===== config.mk =====
export PLATFORM = sky130hd
export DESIGN_NAME = sync_agc
export DESIGN_NICKNAME = d
export VERILOG_FILES = /design/src/rtl/agc_pkg.sv /design/src/rtl/agc_scale.sv /design/src/rtl/agc_tip_meter.sv /design/src/rtl/agc_loop.sv /design/src/rtl/sync_agc.sv
export SDC_FILE = /design/constraint.sdc
export NUM_CORES = 1
export LEC_CHECK = 0
export CAP_MARGIN = 20
export CELL_PAD_IN_SITES_DETAIL_PLACEMENT = 0
export CELL_PAD_IN_SITES_GLOBAL_PLACEMENT = 1
export CORE_MARGIN = 8
export CORE_UTILIZATION = 50
export CTS_CLUSTER_DIAMETER = 100
export DETAILED_ROUTE_END_ITERATION = 6
export PLACE_DENSITY_LB_ADDON = 0.1
export SLEW_MARGIN = 20
export SYNTH_ARGS = -nofsm -noshare
export SYNTH_HDL_FRONTEND = slang
export SYNTH_SLANG_ARGS = --single-unit

===== constraint.sdc =====
create_clock -name clk -period 14.67 [get_ports clk]
set_input_delay 2.2005 -clock clk [delete_from_list [all_inputs] [get_ports clk]]
set_output_delay 2.2005 -clock clk [all_outputs]
set_load 0.05 [all_outputs]

===== src/rtl/agc_pkg.sv =====
package agc_pkg;
    // direction chosen by the coarse loop at a line end
    typedef enum logic [1:0] {
        STEP_KEEP = 2'd0,
        STEP_UP   = 2'd1,
        STEP_DOWN = 2'd2
    } step_e;
endpackage


===== src/rtl/agc_scale.sv =====
// Scales one sample by a fixed-point gain and saturates to the sample range.
module agc_scale #(
    parameter int DW   = 10,
    parameter int GW   = 12,
    parameter int FRAC = 10
) (
    input  logic [DW-1:0] smp_i,
    input  logic [GW-1:0] gain_i,
    output logic [DW-1:0] scl_o
);
    localparam int PW = DW + GW;
    localparam logic [PW-FRAC-1:0] LIMIT = PW'((1 << DW) - 1);

    logic [PW-1:0]      prod;
    logic [PW-FRAC-1:0] shifted;

    always_comb begin
        prod    = PW'(smp_i) * PW'(gain_i);
        shifted = prod[PW-1:FRAC];
        if (shifted > LIMIT) begin
            scl_o = '1;
        end else begin
            scl_o = shifted[DW-1:0];
        end
    end
endmodule


===== src/rtl/agc_tip_meter.sv =====
// Collects a fixed count of in-window samples per line and reports depths.
module agc_tip_meter #(
    parameter int DW     = 10,
    parameter int AVG_SH = 3
) (
    input  logic          clk,
    input  logic          rst_n,
    input  logic          smp_vld_i,
    input  logic          win_i,
    input  logic          line_end_i,
    input  logic [DW-1:0] raw_i,
    input  logic [DW-1:0] scl_i,
    input  logic [DW-1:0] blank_i,
    output logic          full_o,
    output logic [DW-1:0] h_raw_o,
    output logic [DW-1:0] h_scl_o
);
    localparam int SW   = DW + AVG_SH;
    localparam int CNTW = AVG_SH + 1;
    localparam logic [CNTW-1:0] NSMP = CNTW'(1 << AVG_SH);

    typedef struct packed {
        logic [SW-1:0]   sum_raw;
        logic [SW-1:0]   sum_scl;
        logic [CNTW-1:0] cnt;
    } meter_t;

    meter_t m_d, m_q;
    logic [DW-1:0] avg_raw, avg_scl;

    always_comb begin
        m_d = m_q;
        if (line_end_i) begin
            m_d = '0;
        end else if (smp_vld_i && win_i && (m_q.cnt < NSMP)) begin
            m_d.sum_raw = m_q.sum_raw + SW'(raw_i);
            m_d.sum_scl = m_q.sum_scl + SW'(scl_i);
            m_d.cnt     = m_q.cnt + 1'b1;
        end
    end

    always_ff @(posedge clk or negedge rst_n) begin
        if (!rst_n) begin
            m_q <= '0;
        end else begin
            m_q <= m_d;
        end
    end

    // depth below blanking, floored at zero
    always_comb begin
        avg_raw = m_q.sum_raw[SW-1:AVG_SH];
        avg_scl = m_q.sum_scl[SW-1:AVG_SH];
        full_o  = (m_q.cnt == NSMP);
        h_raw_o = (blank_i > avg_raw) ? (blank_i - avg_raw) : '0;
        h_scl_o = (blank_i > avg_scl) ? (blank_i - avg_scl) : '0;
    end
endmodule


===== src/rtl/agc_loop.sv =====
// Per-line coarse and fine gain update, reference adaptation and hold.
module agc_loop
    import agc_pkg::*;
#(
    parameter int DW       = 10,
    parameter int CW       = 3,
    parameter int GW       = 12,
    parameter int FRAC     = 10,
    parameter int MW       = 8,
    parameter int HYST     = 8,
    parameter int FSH      = 2,
    parameter int RED_STEP = 16
) (
    input  logic          clk,
    input  logic          rst_n,
    input  logic          line_end_i,
    input  logic          full_i,
    input  logic [DW-1:0] h_raw_i,
    input  logic [DW-1:0] h_scl_i,
    input  logic          white_i,
    input  logic [DW-1:0] tgt_i,
    input  logic          c_auto_i,
    input  logic          f_auto_i,
    input  logic [CW-1:0] c_man_i,
    input  logic [GW-1:0] f_man_i,
    input  logic [MW-1:0] hold_lines_i,
    output logic [CW-1:0] coarse_o,
    output logic [GW-1:0] gain_o,
    output logic          hold_o
);
    localparam logic [CW-1:0] C_INIT = CW'(1 << (CW - 1));
    localparam logic [CW-1:0] C_MAX  = '1;
    localparam logic [GW-1:0] G_UNIT = GW'(1 << FRAC);
    localparam logic [MW-1:0] M_MAX  = '1;
    localparam int            EW     = DW + 2;
    localparam int            SGW    = GW + 2;

    typedef struct packed {
        logic [CW-1:0] coarse;
        logic [GW-1:0] gain;
        logic [DW-1:0] red;
        logic [MW-1:0] miss;
        logic          hold;
        logic          whi;
    } loop_t;

    loop_t s_d, s_q;

    logic [DW-1:0]         red_lim, ref_h, red_cap;
    logic [DW:0]           red_sum;
    logic [MW-1:0]         miss_nx;
    logic                  whi_line;
    step_e                 step;
    logic signed [EW-1:0]  err, delta;
    logic signed [SGW-1:0] delta_w, g_sum;

    always_comb begin
        // reference after reduction, reduction limited to half the target
        red_cap  = tgt_i >> 1;
        red_lim  = (s_q.red > red_cap) ? red_cap : s_q.red;
        ref_h    = tgt_i - red_lim;
        red_sum  = {1'b0, red_lim} + (DW+1)'(RED_STEP);
        whi_line = s_q.whi | white_i;
        miss_nx  = (s_q.miss == M_MAX) ? M_MAX : s_q.miss + 1'b1;

        // hysteresis decision on the raw depth
        if (({1'b0, h_raw_i} + (DW+1)'(HYST)) < {1'b0, ref_h}) begin
            step = STEP_UP;
        end else if ({1'b0, h_raw_i} > ({1'b0, ref_h} + (DW+1)'(HYST))) begin
            step = STEP_DOWN;
        end else begin
            step = STEP_KEEP;
        end

        // shift-based correction from the scaled depth
        err     = $signed({2'b00, ref_h}) - $signed({2'b00, h_scl_i});
        delta   = err >>> FSH;
        delta_w = SGW'(delta);
        g_sum   = $signed({2'b00, s_q.gain}) + delta_w;

        s_d     = s_q;
        s_d.whi = whi_line;
        if (line_end_i) begin
            s_d.whi = 1'b0;
            if (s_q.hold) begin
                // first valid line only re-arms the loop
                if (full_i) begin
                    s_d.hold = 1'b0;
                    s_d.miss = '0;
                end
            end else if (full_i) begin
                s_d.miss = '0;
                if (whi_line) begin
                    s_d.red = (red_sum > {1'b0, red_cap}) ? red_cap : red_sum[DW-1:0];
                end
                if (c_auto_i) begin
                    if (step == STEP_UP && s_q.coarse != C_MAX) begin
                        s_d.coarse = s_q.coarse + 1'b1;
                    end else if (step == STEP_DOWN && s_q.coarse != '0) begin
                        s_d.coarse = s_q.coarse - 1'b1;
                    end
                end
                if (f_auto_i) begin
                    if (g_sum < 0) begin
                        s_d.gain = '0;
                    end else if (g_sum > $signed({2'b00, {GW{1'b1}}})) begin
                        s_d.gain = '1;
                    end else begin
                        s_d.gain = g_sum[GW-1:0];
                    end
                end
            end else begin
                s_d.miss = miss_nx;
                if (miss_nx >= hold_lines_i) begin
                    s_d.hold = 1'b1;
                end
            end
        end
        // manual values override their stage every cycle
        if (!c_auto_i) begin
            s_d.coarse = c_man_i;
        end
        if (!f_auto_i) begin
            s_d.gain = f_man_i;
        end
    end

    always_ff @(posedge clk or negedge rst_n) begin
        if (!rst_n) begin
            s_q        <= '0;
            s_q.coarse <= C_INIT;
            s_q.gain   <= G_UNIT;
        end else begin
            s_q <= s_d;
        end
    end

    assign coarse_o = s_q.coarse;
    assign gain_o   = s_q.gain;
    assign hold_o   = s_q.hold;
endmodule


===== src/rtl/sync_agc.sv =====
// Two-stage sync-tip gain controller top.
module sync_agc #(
    parameter int DW       = 10,
    parameter int CW       = 3,
    parameter int GW       = 12,
    parameter int FRAC     = 10,
    parameter int AVG_SH   = 3,
    parameter int MW       = 8,
    parameter int HYST     = 8,
    parameter int FSH      = 2,
    parameter int RED_STEP = 16
) (
    input  logic          clk,
    input  logic          rst_n,
    input  logic [DW-1:0] smp_i,
    input  logic          smp_vld_i,
    input  logic          sync_win_i,
    input  logic          line_end_i,
    input  logic          white_ovr_i,
    input  logic [DW-1:0] blank_lvl_i,
    input  logic [DW-1:0] tgt_height_i,
    input  logic          coarse_auto_i,
    input  logic          fine_auto_i,
    input  logic [CW-1:0] coarse_man_i,
    input  logic [GW-1:0] fine_man_i,
    input  logic [MW-1:0] hold_lines_i,
    output logic [CW-1:0] coarse_o,
    output logic [DW-1:0] smp_o,
    output logic          smp_vld_o,
    output logic [GW-1:0] gain_o,
    output logic          hold_o
);
    typedef struct packed {
        logic [DW-1:0] smp;
        logic          vld;
    } out_t;

    out_t o_d, o_q;

    logic [DW-1:0] scl;
    logic          full;
    logic [DW-1:0] h_raw, h_scl;
    logic [GW-1:0] gain;

    // one gain drives the luma multiplier and the shared output
    agc_scale #(.DW(DW), .GW(GW), .FRAC(FRAC)) u_scale (
        .smp_i  (smp_i),
        .gain_i (gain),
        .scl_o  (scl)
    );

    agc_tip_meter #(.DW(DW), .AVG_SH(AVG_SH)) u_meter (
        .clk        (clk),
        .rst_n      (rst_n),
        .smp_vld_i  (smp_vld_i),
        .win_i      (sync_win_i),
        .line_end_i (line_end_i),
        .raw_i      (smp_i),
        .scl_i      (scl),
        .blank_i    (blank_lvl_i),
        .full_o     (full),
        .h_raw_o    (h_raw),
        .h_scl_o    (h_scl)
    );

    agc_loop #(
        .DW(DW), .CW(CW), .GW(GW), .FRAC(FRAC), .MW(MW),
        .HYST(HYST), .FSH(FSH), .RED_STEP(RED_STEP)
    ) u_loop (
        .clk          (clk),
        .rst_n        (rst_n),
        .line_end_i   (line_end_i),
        .full_i       (full),
        .h_raw_i      (h_raw),
        .h_scl_i      (h_scl),
        .white_i      (white_ovr_i),
        .tgt_i        (tgt_height_i),
        .c_auto_i     (coarse_auto_i),
        .f_auto_i     (fine_auto_i),
        .c_man_i      (coarse_man_i),
        .f_man_i      (fine_man_i),
        .hold_lines_i (hold_lines_i),
        .coarse_o     (coarse_o),
        .gain_o       (gain),
        .hold_o       (hold_o)
    );

    // registered scaled sample
    always_comb begin
        o_d     = o_q;
        o_d.vld = smp_vld_i;
        if (smp_vld_i) begin
            o_d.smp = scl;
        end
    end

    always_ff @(posedge clk or negedge rst_n) begin
        if (!rst_n) begin
            o_q <= '0;
        end else begin
            o_q <= o_d;
        end
    end

    assign smp_o     = o_q.smp;
    assign smp_vld_o = o_q.vld;
    assign gain_o    = gain;
endmodule


* Word level (Yosys, flattened, before mapping)
Cells that the tools add are included.
** Storage, ports and cells
- Register bits :: 76
- Bits in latches :: 0
- RAM bits :: 0
- ROM bits :: 0
- Input port bits :: 61
- Output and inout bits :: 27
- Logic and storage cells :: 89
- Memories kept :: 0
** Operators by class
- Add/sub/neg operators :: 14
- $mul :: 1
- Div/mod/pow operators :: 0
- Magnitude comparators :: 11
- Eq/ne operators :: 13
- Shift operators :: 0
- Multiplexer cells :: 27
- Bitwise operators :: 2
- Reductions and logical operators :: 10
** Operator list (count)
- $mux W10 :: 6
- $mux W30 :: 2
- $mux W25 :: 2
- $mux W12 :: 4
- $mux W35 :: 1
- $sub A10 B10 Y10 :: 3
- $add A13 B10 Y13 :: 2
- $add A10 B4 Y11 const B :: 2
- $mul A10 B12 Y22 :: 1
- $gt A10 B10 Y1 :: 2
- $mux W9 :: 2
- $mux W8 :: 2
- $add A13 B9 Y14 :: 1
- $gt A14 B13 Y1 const B :: 1
- $lt A14 B1 Y1 const B :: 1
- $gt A12 B10 Y1 const B :: 1
- $mux W3 :: 4
- $add A10 B5 Y11 const B :: 1
- $gt A10 B11 Y1 :: 1
- $gt A11 B9 Y1 :: 1
- $lt A11 B10 Y1 :: 1
- $sub A10 B10 Y11 :: 1
- $gt A10 B9 Y1 :: 1
- $ne A2 B2 Y1 const B :: 5
- other kinds (23) :: 30

* Longest topological paths before layout
- Word-level depth :: 16
- Depth in mapped cells :: 39

* By module
Synthesis repeated with hierarchy kept, for this count alone.
** Unflattened totals
- Cell total of the unflattened synthesis :: 1497
- Area, all modules :: 12394.4 um^2
** Modules (own cells, without submodules)
- agc_loop :: instances 1, cells each 600, area an instance 4780.8 um^2
- agc_scale :: instances 1, cells each 489, area an instance 4070.2 um^2
- agc_tip_meter :: instances 1, cells each 386, area an instance 3106.7 um^2
- sync_agc :: instances 1, cells each 22, area an instance 436.7 um^2

* Worst setup path after synthesis
No wires, ideal clock.
- Path kind :: input to register
- From :: input smp_i[3]
- To :: register u_meter.m_q (netlist bit u_meter.avg_scl[8])
- Setup time :: 0.132 ns
- Arrival time :: 9.776 ns
- Path slack :: 4.762 ns
- Stages on the path :: 35
- Cells stage by stage :: clkbuf_1 -> nand2_1 -> fa_1 -> fa_1 -> inv_1 -> ha_1 -> inv_1 -> fa_1 -> inv_1 -> fa_1 -> ha_1 -> o21a_1 -> o21a_1 -> a2111oi_4 -> nor3_1 -> o31a_1 -> a311oi_2 -> nor2b_1 -> o41ai_2 -> mux2i_1 -> and2_1 -> inv_1 -> ha_1 -> a21o_1 -> a21oi_1 -> o21ai_0 -> a21oi_1 -> o21bai_1 -> a21oi_1 -> o21bai_1 -> a21oi_1 -> nor2b_1 -> o211ai_1 -> xnor2_1 -> nor2_1
** On the way
- Cells in the longest elaborated chain, start to end :: 6
** Ends and longest elaborated chain
- start: declaration :: line sync_agc.sv:15 : input logic [DW-1:0] smp_i,
- $mul A10 B12 Y22 (*) :: line agc_scale.sv:18 : prod = PW'(smp_i) * PW'(gain_i);
- $gt A12 B10 Y1 :: line agc_scale.sv:20 : if (shifted > LIMIT) begin
- $mux W10 (*) :: line agc_scale.sv:20
- net scl[1] :: line sync_agc.sv:40 : logic [DW-1:0] scl;
- $add A13 B10 Y13 (*) :: line agc_tip_meter.sv:37 : m_d.sum_scl = m_q.sum_scl + SW'(scl_i);
- $mux W30 (*) :: line agc_tip_meter.sv:35 : end else if (smp_vld_i && win_i && (m_q.cnt < NSMP)) begin
- $mux W30 (*) :: line agc_tip_meter.sv:33 : if (line_end_i) begin
- end signal: assignment :: line agc_tip_meter.sv:46 : m_q <= m_d;
- end: declaration :: line agc_tip_meter.sv:28 : meter_t m_d, m_q;
The timed path passes the listed nets; every way through them passes the cells marked *. The select of a mux whose other input is x is not followed.
A chain may end at the register's enable or synchronous reset.

* Worst setup path in the final report
Ends and elaborated chain as after synthesis.

==> metrics.md <==
| Metric | Value |
|---|---|
| Wire length per cell | `16.4 µm` |
| Vias | `9,383` |
| Setup CP Type | `in2reg` |
| Largest cells by area after synthesis | `ha_1 (18%), dfrtp_1 (16%), fa_1 (14%), nand2_1 (5.8%), inv_1 (5.6%)` |
| Vias in the first global route | `roughly 9,400` |
| Ys flop type | `dfrtp_1` |
| Final setup viols | `0` |
| Max Clk Rate | `95.1 MHz` |
| Yosys Warn Count | `0` |
| Post-DRT Antenna Nets | `0` |
| Worst hold path class | `reg2reg` |
| Die width | `approximately 170 µm` |
| Fillers | `2,148` |
| TritonCTS Buffers | `9` |
| FFs w/ async S/R, synth | `100%` |
| Nature of the critical path startpoint | `input pin` |
| Area growth syn-to-layout | `10.9%` |
| Synth Cell Area | `~0.012 mm²` |
| Core Area | `0.0231 mm²` |
| Critical-path maximum fanout | `19` |
| Gr usage total | `20.8%` |
| Post-Syn Area per Cell | `8.31 µm²` |
| Synth Register Bits | `76` |
| Commonest cells after routing, fill and taps aside | `nand2_1 (180), inv_1 (173), ha_1 (170)` |
| Status | `completed` |
| Critical path endpoint category | `register` |
| Peak VDD IR | `approximately 0.00031 V` |
| Post-synthesis sequential area ratio | `16.4%` |
| Largest stage delay on the critical path | `about 790 ps` |
| Slew HR | `36.4%` |
| Critical path arrival | `about 11,000 ps` |
| Critical Path Slowest Stage Cell | `clkdlybuf4s50_1` |
| LEAKAGE | `0.00622 µW` |
| GPL Wtd Cong | `approximately 0.86` |
| DRC marker count from the first detailed-route iteration | `544` |
| Die H | `168 µm` |
| Crit path buf inv count | `6` |
| Post-CTS Setup Bufs | `0` |
| CTS tree | `done` |
| Grt ovf | `0` |
| Most common cell after layout, fill and taps aside | `nand2_1` |
| Clock Path Buffers | `2` |
| Largest net degree at the start of global routing | `between 70 and 80` |
| Max-cap violations | `0` |
| Cell taking the most area after synthesis | `ha_1` |
| Clk root buf | `clkbuf_16` |
| Worst hold margin | `493 ps` |
| Port bufs | `just under 90` |
| Pins Over Slew Limit | `0` |
| Post-synth EDFFs | `0` |
| Tcrit/Tclk final | `71.6%` |
| Clock Sinks | `76` |
| ANT cells | `0` |
| DIE AREA | `0.0284 mm²` |
| Post-CTS sizing | `0` |
| Hpwl dp | `23.1 mm` |
| Critical Path Source | `smp_i[3]` |
| # hold bufs at CTS | `0` |
| Global-route wire length before repair | `47.7 mm` |
| Ratio of cells with drive above 1 in the final layout | `under 10%` |
| Layout Nets | `1,758` |
| Post-synthesis cell count | `1,399` |
| Via density | `5.40` |
| Worst skew pair latency | `around 350 ps` |
| Library cells used by synthesis | `85` |
| Num rows | `56` |
| Most used routing layer | `met2` |
| WL final | `around 29 mm` |
| Delay-heaviest family, CP | `compound AO/OA/AOI/OAI gates` |
| Ports | `roughly 90` |
| Yosys top cell area share | `roughly 18%` |
| Setup TNS | `0 ps` |
| Slew @ Worst Pin | `~950 ps` |
| Initial antenna violation count | `0` |
| Required time of the worst setup path | `approximately 15,000 ps` |
| Htree depth | `3` |
| Max Clock Skew | `7.53 ps` |
| DRC errors left | `0` |
| Global Route met1 Usage | `between 20% and 30%` |
| RSZ-0062 raised after global routing | `false` |
| Starting density of the core | `50.3%` |
| Syn_nets | `about 1,700` |
| Post-layout min period | `approximately 11,000 ps` |
| Final hold violation count | `0` |
| Power Density | `236 mW/mm²` |
| Hold Path Origin | `u_loop.s_q[10]$_DFFE_PN0P_` |
| Worst-path clk slew | `70 ps` |
| TritonRoute pass-1 iters | `5` |
| M2 GR Usage | `33.8%` |
| GR met3 Demand/Resource | `4.19%` |
| RR Startpoint | `u_loop.gain_o[4]$_DFFE_PN0P_` |
[worst paths after layout]
path | slack (ps) | cells after the start | to
max | 4160 | 36 | u_meter.avg_scl[8]$_DFFE_PN0P_
min | 490 | 1 | u_loop.s_q[10]$_DFFE_PN0P_
max reg2reg | 6060 | 35 | u_meter.avg_scl[8]$_DFFE_PN0P_
min reg2reg | 490 | 1 | u_loop.s_q[10]$_DFFE_PN0P_
max in group asynchronous | 11900 | 2 | u_meter.avg_raw[9]$_DFFE_PN0P_
min in group asynchronous | 1640 | 1 | u_loop.gain_o[11]$_DFFE_PN0P_
[registers in the layout, indices dropped and copies added (netlist names)]
register         flops
u_meter.avg_scl     10
u_loop.gain_o       12
u_meter.m_q         10
u_meter.avg_raw     10
u_loop.hold_o        1
smp_o               10
smp_vld_o            1
u_loop.s_q          19
u_loop.coarse_o      3
[power breakdown]
part / switching (µW) / internal [µW]
clock network: 101 / 121
registers: 44.7 / 251
logic: 1430 / 1090
[through the flow]
step / setup slack, ps / instance area [µm²] / utilization (%) / total power, µW / instances
2_1_floorplan: 4760 / 11600 / - / 2260 / 1399
6_report: 4160 / 12900 / 55.8 / 3040 / 1739
3_5_place_dp: 3810 / 12600 / 54.5 / 2830 / 1723
4_1_cts: 4160 / 12900 / 55.8 / 3090 / 1739
3_3_place_gp: 4050 / 12600 / 54.5 / 2820 / 1723
5_1_grt: 3560 / 12900 / 55.8 / 3420 / 1739
[layer usage]
metal	vias up	part of all wire (%)
li1	4748	-
met1	4446	49
met2	169	45
met3	20	4.9
met4	0	1.1
met5	-	0
[Yosys cell counts, drive strengths merged, types with 4 or more instances]
library cell,count
a211oi,6
a21boi,4
a21o,26
a21oi,93
a22o,7
a31oi,14
and2,57
and3,11
buf,19
clkbuf,39
dfrtp,74
fa,83
ha,170
inv,175
mux2,6
mux2i,7
nand2,180
nand2b,15
nand3,26
nand4,9
nor2,91
nor2b,19
nor3,17
nor4,6
o211ai,4
o21a,13
o21ai,65
o21bai,13
or3,4
xnor2,72
xor2,24
[layout make-up]
| class | count | area, µm² | area share, % |
|---|---|---|---|
| multi-input combinational | 1089 | 8780 | 68.1 |
| sequential | 76 | 1900 | 14.8 |
| timing repair buffer | 92 | 906 | 7.02 |
| inverter | 176 | 661 | 5.12 |
| tap | 290 | 363 | 2.81 |
| clock buffer | 10 | 239 | 1.85 |
| clock inverter | 6 | 47.5 | 0.369 |
[cells by family (layout without fill, tap and decap cells)]
kind of cell,count (synthesis),in the layout,synth area share [%]
AO/OA/AOI/OAI,279,279,16.1
AND/OR/NAND/NOR,447,447,18.1
adder cells (fa/ha/maj),254,254,32.7
XOR/XNOR,96,96,7.36
buffers and inverters,234,284,8.16
flip-flops,76,76,16.4
multiplexers,13,13,1.18
Note: power is estimated with default switching activity, not from simulation.
